### src/rtl/cfgwin_pkg.sv
package cfgwin_pkg;
    localparam int ADDR_W   = 32;
    localparam int SEL_W    = 16;
    localparam int N_SEL    = 8;
    localparam int REGION_W = 12;
    localparam int IDX_W    = $clog2(N_SEL);
    localparam int N_WORDS  = N_SEL / 2 + 1;
    localparam int REG_AW   = $clog2(N_WORDS);

    typedef logic [N_SEL-1:0][SEL_W-1:0] sel_bank_t;

    typedef struct packed {
        logic              valid;
        logic              miss;
        logic              type1;
        logic [ADDR_W-1:0] addr;
    } cfg_out_t;
endpackage

### src/rtl/cfgwin_regs.sv
module cfgwin_regs
    import cfgwin_pkg::*;
(
    input  logic              clk,
    input  logic              rst_n,
    input  logic              reg_we,
    input  logic [REG_AW-1:0] reg_addr,
    input  logic [31:0]       reg_wdata,
    output logic [31:0]       reg_rdata,
    output logic [SEL_W-1:0]  base_o,
    output sel_bank_t         sel_o
);
    typedef struct packed {
        logic [SEL_W-1:0] base;
        sel_bank_t        sel;
    } regs_t;

    regs_t st_d, st_q;

    always_comb begin
        st_d = st_q;
        if (reg_we) begin
            if (reg_addr == '0)
                st_d.base = reg_wdata[31:16];
            for (int k = 0; k < N_SEL / 2; k++) begin
                if (reg_addr == REG_AW'(k + 1)) begin
                    st_d.sel[2*k]   = reg_wdata[15:0];
                    st_d.sel[2*k+1] = reg_wdata[31:16];
                end
            end
        end
    end

    always_ff @(posedge clk) begin
        if (!rst_n) st_q <= '0;
        else        st_q <= st_d;
    end

    always_comb begin
        reg_rdata = '0;
        if (reg_addr == '0)
            reg_rdata = {st_q.base, 16'h0000};
        for (int k = 0; k < N_SEL / 2; k++) begin
            if (reg_addr == REG_AW'(k + 1))
                reg_rdata = {st_q.sel[2*k+1], st_q.sel[2*k]};
        end
    end

    assign base_o = st_q.base;
    assign sel_o  = st_q.sel;
endmodule

### src/rtl/cfgwin_decode.sv
module cfgwin_decode
    import cfgwin_pkg::*;
(
    input  logic [ADDR_W-1:0] hst_addr,
    input  logic [SEL_W-1:0]  base_i,
    input  sel_bank_t         sel_i,
    output logic              hit_o,
    output logic              type1_o,
    output logic [ADDR_W-1:0] addr_o
);
    localparam int WIN_W  = REGION_W + IDX_W + 1;
    localparam int HALF_B = REGION_W + IDX_W;
    localparam int PAD_W  = ADDR_W - SEL_W - REGION_W;

    logic [IDX_W-1:0] idx;

    always_comb begin
        idx     = hst_addr[REGION_W +: IDX_W];
        hit_o   = (hst_addr[ADDR_W-1:WIN_W] == base_i[SEL_W-1:WIN_W-SEL_W])
                  && !hst_addr[HALF_B];
        type1_o = (idx != '0);
        addr_o  = {sel_i[idx], {PAD_W{1'b0}}, hst_addr[REGION_W-1:2], 2'b00};
    end
endmodule

### src/rtl/cfgwin_xlate.sv
module cfgwin_xlate
    import cfgwin_pkg::*;
(
    input  logic              clk,
    input  logic              rst_n,
    input  logic              reg_we,
    input  logic [REG_AW-1:0] reg_addr,
    input  logic [31:0]       reg_wdata,
    output logic [31:0]       reg_rdata,
    input  logic              hst_valid,
    input  logic [ADDR_W-1:0] hst_addr,
    output logic              cfg_valid,
    output logic [ADDR_W-1:0] cfg_addr,
    output logic              cfg_type1,
    output logic              cfg_miss
);
    logic [SEL_W-1:0]  base;
    sel_bank_t         sel;
    logic              hit;
    logic              type1;
    logic [ADDR_W-1:0] xaddr;
    cfg_out_t          out_d, out_q;

    cfgwin_regs u_regs (
        .clk       (clk),
        .rst_n     (rst_n),
        .reg_we    (reg_we),
        .reg_addr  (reg_addr),
        .reg_wdata (reg_wdata),
        .reg_rdata (reg_rdata),
        .base_o    (base),
        .sel_o     (sel)
    );

    cfgwin_decode u_dec (
        .hst_addr (hst_addr),
        .base_i   (base),
        .sel_i    (sel),
        .hit_o    (hit),
        .type1_o  (type1),
        .addr_o   (xaddr)
    );

    always_comb begin
        out_d       = out_q;
        out_d.valid = hst_valid && hit;
        out_d.miss  = hst_valid && !hit;
        if (hst_valid && hit) begin
            out_d.addr  = xaddr;
            out_d.type1 = type1;
        end
    end

    always_ff @(posedge clk) begin
        if (!rst_n) out_q <= '0;
        else        out_q <= out_d;
    end

    assign cfg_valid = out_q.valid;
    assign cfg_miss  = out_q.miss;
    assign cfg_type1 = out_q.type1;
    assign cfg_addr  = out_q.addr;
endmodule

### config.mk
export PLATFORM = sky130hd
export DESIGN_NAME = cfgwin_xlate
export DESIGN_NICKNAME = d
export VERILOG_FILES = /design/src/rtl/cfgwin_pkg.sv /design/src/rtl/cfgwin_regs.sv /design/src/rtl/cfgwin_decode.sv /design/src/rtl/cfgwin_xlate.sv
export SDC_FILE = /design/constraint.sdc
export NUM_CORES = 1
export LEC_CHECK = 0
export ABC_AREA = 1
export BUFFER_PORTS_ARGS = -buffer_cell sky130_fd_sc_hd__buf_2
export CORE_MARGIN = 4
export CORE_UTILIZATION = 30
export CTS_BUF_LIST = sky130_fd_sc_hd__clkbuf_8
export CTS_CLUSTER_SIZE = 28
export DETAILED_ROUTE_END_ITERATION = 8
export PLACE_DENSITY_LB_ADDON = 0.15
export SYNTH_ARGS = -nofsm -noshare
export SYNTH_HDL_FRONTEND = slang
export SYNTH_HIERARCHICAL = 1
export SYNTH_SLANG_ARGS = --single-unit
### constraint.sdc
create_clock -name clk -period 1.45 [get_ports clk]
set_clock_uncertainty 0.1 [all_clocks]
set_input_delay 0.0725 -clock clk [delete_from_list [all_inputs] [get_ports clk]]
set_output_delay 0.0725 -clock clk [all_outputs]
set_load 0.05 [all_outputs]
# Word level (Yosys, flattened, before mapping)
# Index checks and enable logic that the tools add are counted.
# op_classes
order_cmp	1
n_eq_ne	5
mux	7
reduce_logical	12
# op_table
operator	count
$mux W32	5
$bmux W16 S3	1
$eq A16 B16 Y1	1
$mux W16	1
$reduce_and A2 Y1	5
$eq A3 B2 Y1 const B	2
$lt A3 B4 Y1 const B	1
$eq A3 B1 Y1 const B	1
$eq A3 B3 Y1 const B	1
$logic_and A1 B1 Y1	3
$logic_not A3 Y1	1
$reduce_bool A3 Y1	1
$logic_not A1 Y1	2
# word_totals
reg_bits	173
inputBits	71
out_inout_bits	67
wordCells	38

# Logic depth before layout (Yosys ltp)
# depth
ltp_word	6
depth_mapped	13
depth_no_buf	12

# Hierarchy
# Netlist, hierarchy kept.
# modules_own_cells
mod	instances	cells_per_inst	area_per_inst_um2	seq_area_each_um2
cfgwin_regs	1	1038	6485.0	2882.8
cfgwin_decode	1	322	1526.5	0.0
cfgwin_xlate	1	216	1421.4	700.7

# Worst setup path before layout
# Ideal clock, no wire load.
# synth_timing
path_kind	input -> output
startpoint	in reg_addr[1]
endpoint	out reg_rdata[10]
t_arrival_ns	1.369
t_required_ns	1.278
setup_slack_ns	-0.091
path_stages	7
n_path_buf	2
path_cell_list	buf_2 clkinv_1 nand3_1 inv_1 clkbuf_1 nand2_1 nand4_1
# synth_via
elab_chain_len	5
# synth_lines
item	line	source
start, declared	cfgwin_xlate.sv:7	input logic [REG_AW-1:0] reg_addr,
$eq A3 B1 Y1	cfgwin_regs.sv:44	if (reg_addr == REG_AW'(k + 1))
$mux W32 (3 in a row)	cfgwin_regs.sv:44	
$mux W32 (*)	cfgwin_regs.sv:44	
end, declared	cfgwin_xlate.sv:9	output logic [31:0] reg_rdata,
# Mark *: on every way between the ends. The rest lies on a longest branch, timed or not.

# Worst setup path in the final report
# layout_timing
startpoint	reg u_regs.st_q (netlist bit u_regs/base_o[1])
endpoint	out reg_rdata[17]
# layout_via
elab_chain_len	5
# layout_lines
item	line	source
start, declared	cfgwin_regs.sv:18	regs_t st_d, st_q;
start signal, assigned	cfgwin_regs.sv:36	else st_q <= st_d;
$mux W32	cfgwin_regs.sv:41	if (reg_addr == '0)
$mux W32 (4 in a row)	cfgwin_regs.sv:44	
# No other way between the ends.

==> results.sh <==
export IMPL_syn_instance_count=1576
export IMPL_cts_path_max_buffers=2
export IMPL_setup_ws_ps=-324.3
export IMPL_nNetsFinal=1859
export IMPL_synth_cell_types=26
export IMPL_clockRootBuffer="clkbuf_8"
export IMPL_power_total_mw=11.37
export IMPL_ys_seq_area_share_pct=37.99
export IMPL_drt_iter0_drc=684
export IMPL_period_needed_ps=1774
export IMPL_synth_top_area_share_pct=37.99
export IMPL_pin_count=138
export IMPL_synthFlopType="dfxtp_1"
export IMPL_worstPathMaxFanout=3
export IMPL_post_dp_hpwl_mm=26.59
export IMPL_cts_buffers=17
export IMPL_cts_tree="done"
export IMPL_grt_use_total_pct=21.53
export IMPL_route_detailed_drc=0
export IMPL_fp_dieH_um=185.3
export IMPL_async_flop_share_pct=0
export IMPL_core_area_mm2=0.03083
export IMPL_clock_latency_ps=490
export IMPL_rsz0062_at_grt="yes"
export IMPL_drive_gt1_share_pct=27.32
export IMPL_synth_compound_area_share_pct=8.065
export IMPL_hold_violations=0
export IMPL_wl_mm=37.88
export IMPL_violations="setup timing"
export IMPL_status="finished, violations left"
export IMPL_yosysWarnings=6
export IMPL_synth_top_family_by_area="simple AND/OR/NAND/NOR gates"
export IMPL_gr_total_overflow=0
export IMPL_p_per_area_mw_per_mm2=855.9
export IMPL_die_x_um=185.3
export IMPL_critPathKind="reg2out"
export IMPL_antenna_found_initial=0
export IMPL_period_share_pct=122.4
export IMPL_synth_largest_area_cell="dfxtp_1"
export IMPL_ir_drop_mv=0.5936
export IMPL_die_area_mm2=0.03434
export IMPL_initial_core_util_pct=30.60
export IMPL_synth_edf_count=0
export IMPL_synth_area_mux_share_pct=0
export IMPL_postRouteAntennaNets=0
export IMPL_row_count=64
export IMPL_gp_congestion=0.8690
export IMPL_synth_area_leaders="dfxtp_1, nor2_1, nand2_1, inv_1, o21ai_0"
export IMPL_vias_per_cell=4.708
export IMPL_holdWs_ps=151.6
export IMPL_wl_per_cell_um=17.24
export IMPL_synthAdderAreaFrac_pct=0
export IMPL_finalSetupTns_ps=-12070
export IMPL_first_global_vias=9680
export IMPL_synth_common_cells="nor2_1, nand2_1, dfxtp_1, inv_1, o21ai_0"
export IMPL_p_leak_nw=6.461
export IMPL_cp_arrival_ps=1600
export IMPL_port_buffers=135
export IMPL_max_freq_ghz=0.5636
export IMPL_area_delta_synth_final_pct=40.77
export IMPL_grt_max_degree=68
export IMPL_synthXorXnorAreaFrac_pct=0.4643
export IMPL_synthSimpleGateAreaFrac_pct=41.48
export IMPL_synth_area_per_cell_um2=5.985
export IMPL_start_kind="flop"
export IMPL_ctsHtreeMaxLevel=4
export IMPL_setup_viol=50
export IMPL_num_vias=10340
export IMPL_netlist_area_mm2=0.009433
export IMPL_n_antenna_cell=0
export IMPL_crit_required_ps=1280
export IMPL_crit_path_end_kind="primary output"
export IMPL_synth_most_common_cell="nor2_1"
export IMPL_clkTransAtPathRegs_ps=100
export IMPL_hold_class="in2reg"
export IMPL_post_place_ws_ps=-240.4
export IMPL_grt_pass1_wl_mm=56.71
export IMPL_dr_pass1_iters=5
export IMPL_yosys_register_bits=179
export IMPL_slew_viol_final=0
export IMPL_drv_cap=0
export IMPL_clock_sinks=179
==> worst paths after layout <==
check                   start                to  slack (ps)  cells past startpoint
min reg2reg  u_regs/sel_o[13]  u_regs/sel_o[13]         400                      2
max          u_regs/base_o[1]     reg_rdata[17]        -320                      7
max reg2reg  u_regs/base_o[4]      cfg_addr[28]        -300                     10
min              hst_addr[14]      cfg_addr[30]         150                      7
==> where the power goes <==
group	internal (mW)	switching (mW)	leakage [nW]
Clock	2.37	1.97	0.247
Combinational	0.717	1.11	4.72
Sequential	5.07	0.127	1.49
Total	8.16	3.21	6.46
==> through the flow <==
| step | cell area [um^2] | utilization [%] | std cells |
|---|---|---|---|
| 6_report | 13280 | 43.07 | 2197 |
| 4_1_cts | 12660 | 41.08 | 2179 |
| 2_1_floorplan | 9517 | - | 1581 |
| 3_5_place_dp | 11050 | 35.83 | 2093 |
| 3_3_place_gp | 11050 | 35.83 | 2093 |
| 5_1_grt | 13280 | 43.07 | 2197 |
==> layer usage <==
metal  GRT usage (%)  up-vias  wire, um
li1                -     5213         -
met1           29.81     4807     17640
met2           34.86      281     17530
met3           3.830       42      1996
met4           5.314        0       718
met5               0        -         0
==> cell families (layout without fill, tap and decap cells) <==
family | Yosys count | in the layout
AOI/OAI and AO/OA | 144 | 144
xor gates and xnor gates | 5 | 5
buffers and inverters | 252 | 472
DFF | 179 | 179
other | 1 | 6
and+or+nand+nor | 995 | 995
==> state kept, by name (all words and copies together) (netlist names) <==
name / cells
u_regs/sel_o: 128
cfg_addr: 32
u_regs/base_o: 16
cfg_miss: 1
cfg_type1: 1
cfg_valid: 1
==> repair_timing <==
action	CTS	global route
endpoints found under the hold margin	158	0
gates resized for setup	180	142
setup buffers	10	15
endpoints found under the setup margin	66	67
cloned	0	5
pin swaps	37	67
hold buffers	45	0
==> placed cells by master, fill, tap and decap left out, types with 25 or more instances in the layout <==
master,n
nand2_2,25
o22ai_1,32
nand2_1,417
nor2_1,428
dfxtp_2,86
inv_1,135
dlygate4sd3_1,45
buf_4,73
dfxtp_1,93
o21ai_1,25
nand4_1,33
buf_2,102
o21ai_0,87
buf_6,36
==> area by class of cell <==
class / instances / area (um^2)
timing repair buffer: 297 / 2675
sequential: 179 / 3691
inverter: 143 / 540.5
clock buffer: 20 / 275.3
tap: 396 / 495.5
clock inverter: 12 / 225.2
multi-input combinational: 1150 / 5376
fill: 3307 / 17550
==> worst max-delay path: stages, from the launching register on <==
cell	delay, ps
dfxtp_2	340
buf_4	130
buf_6	110
nand3_2	60
nand2_2	70
nor2_4	150
nand3_2	110
buf_8	160
(Power assumes the default switching activity.)
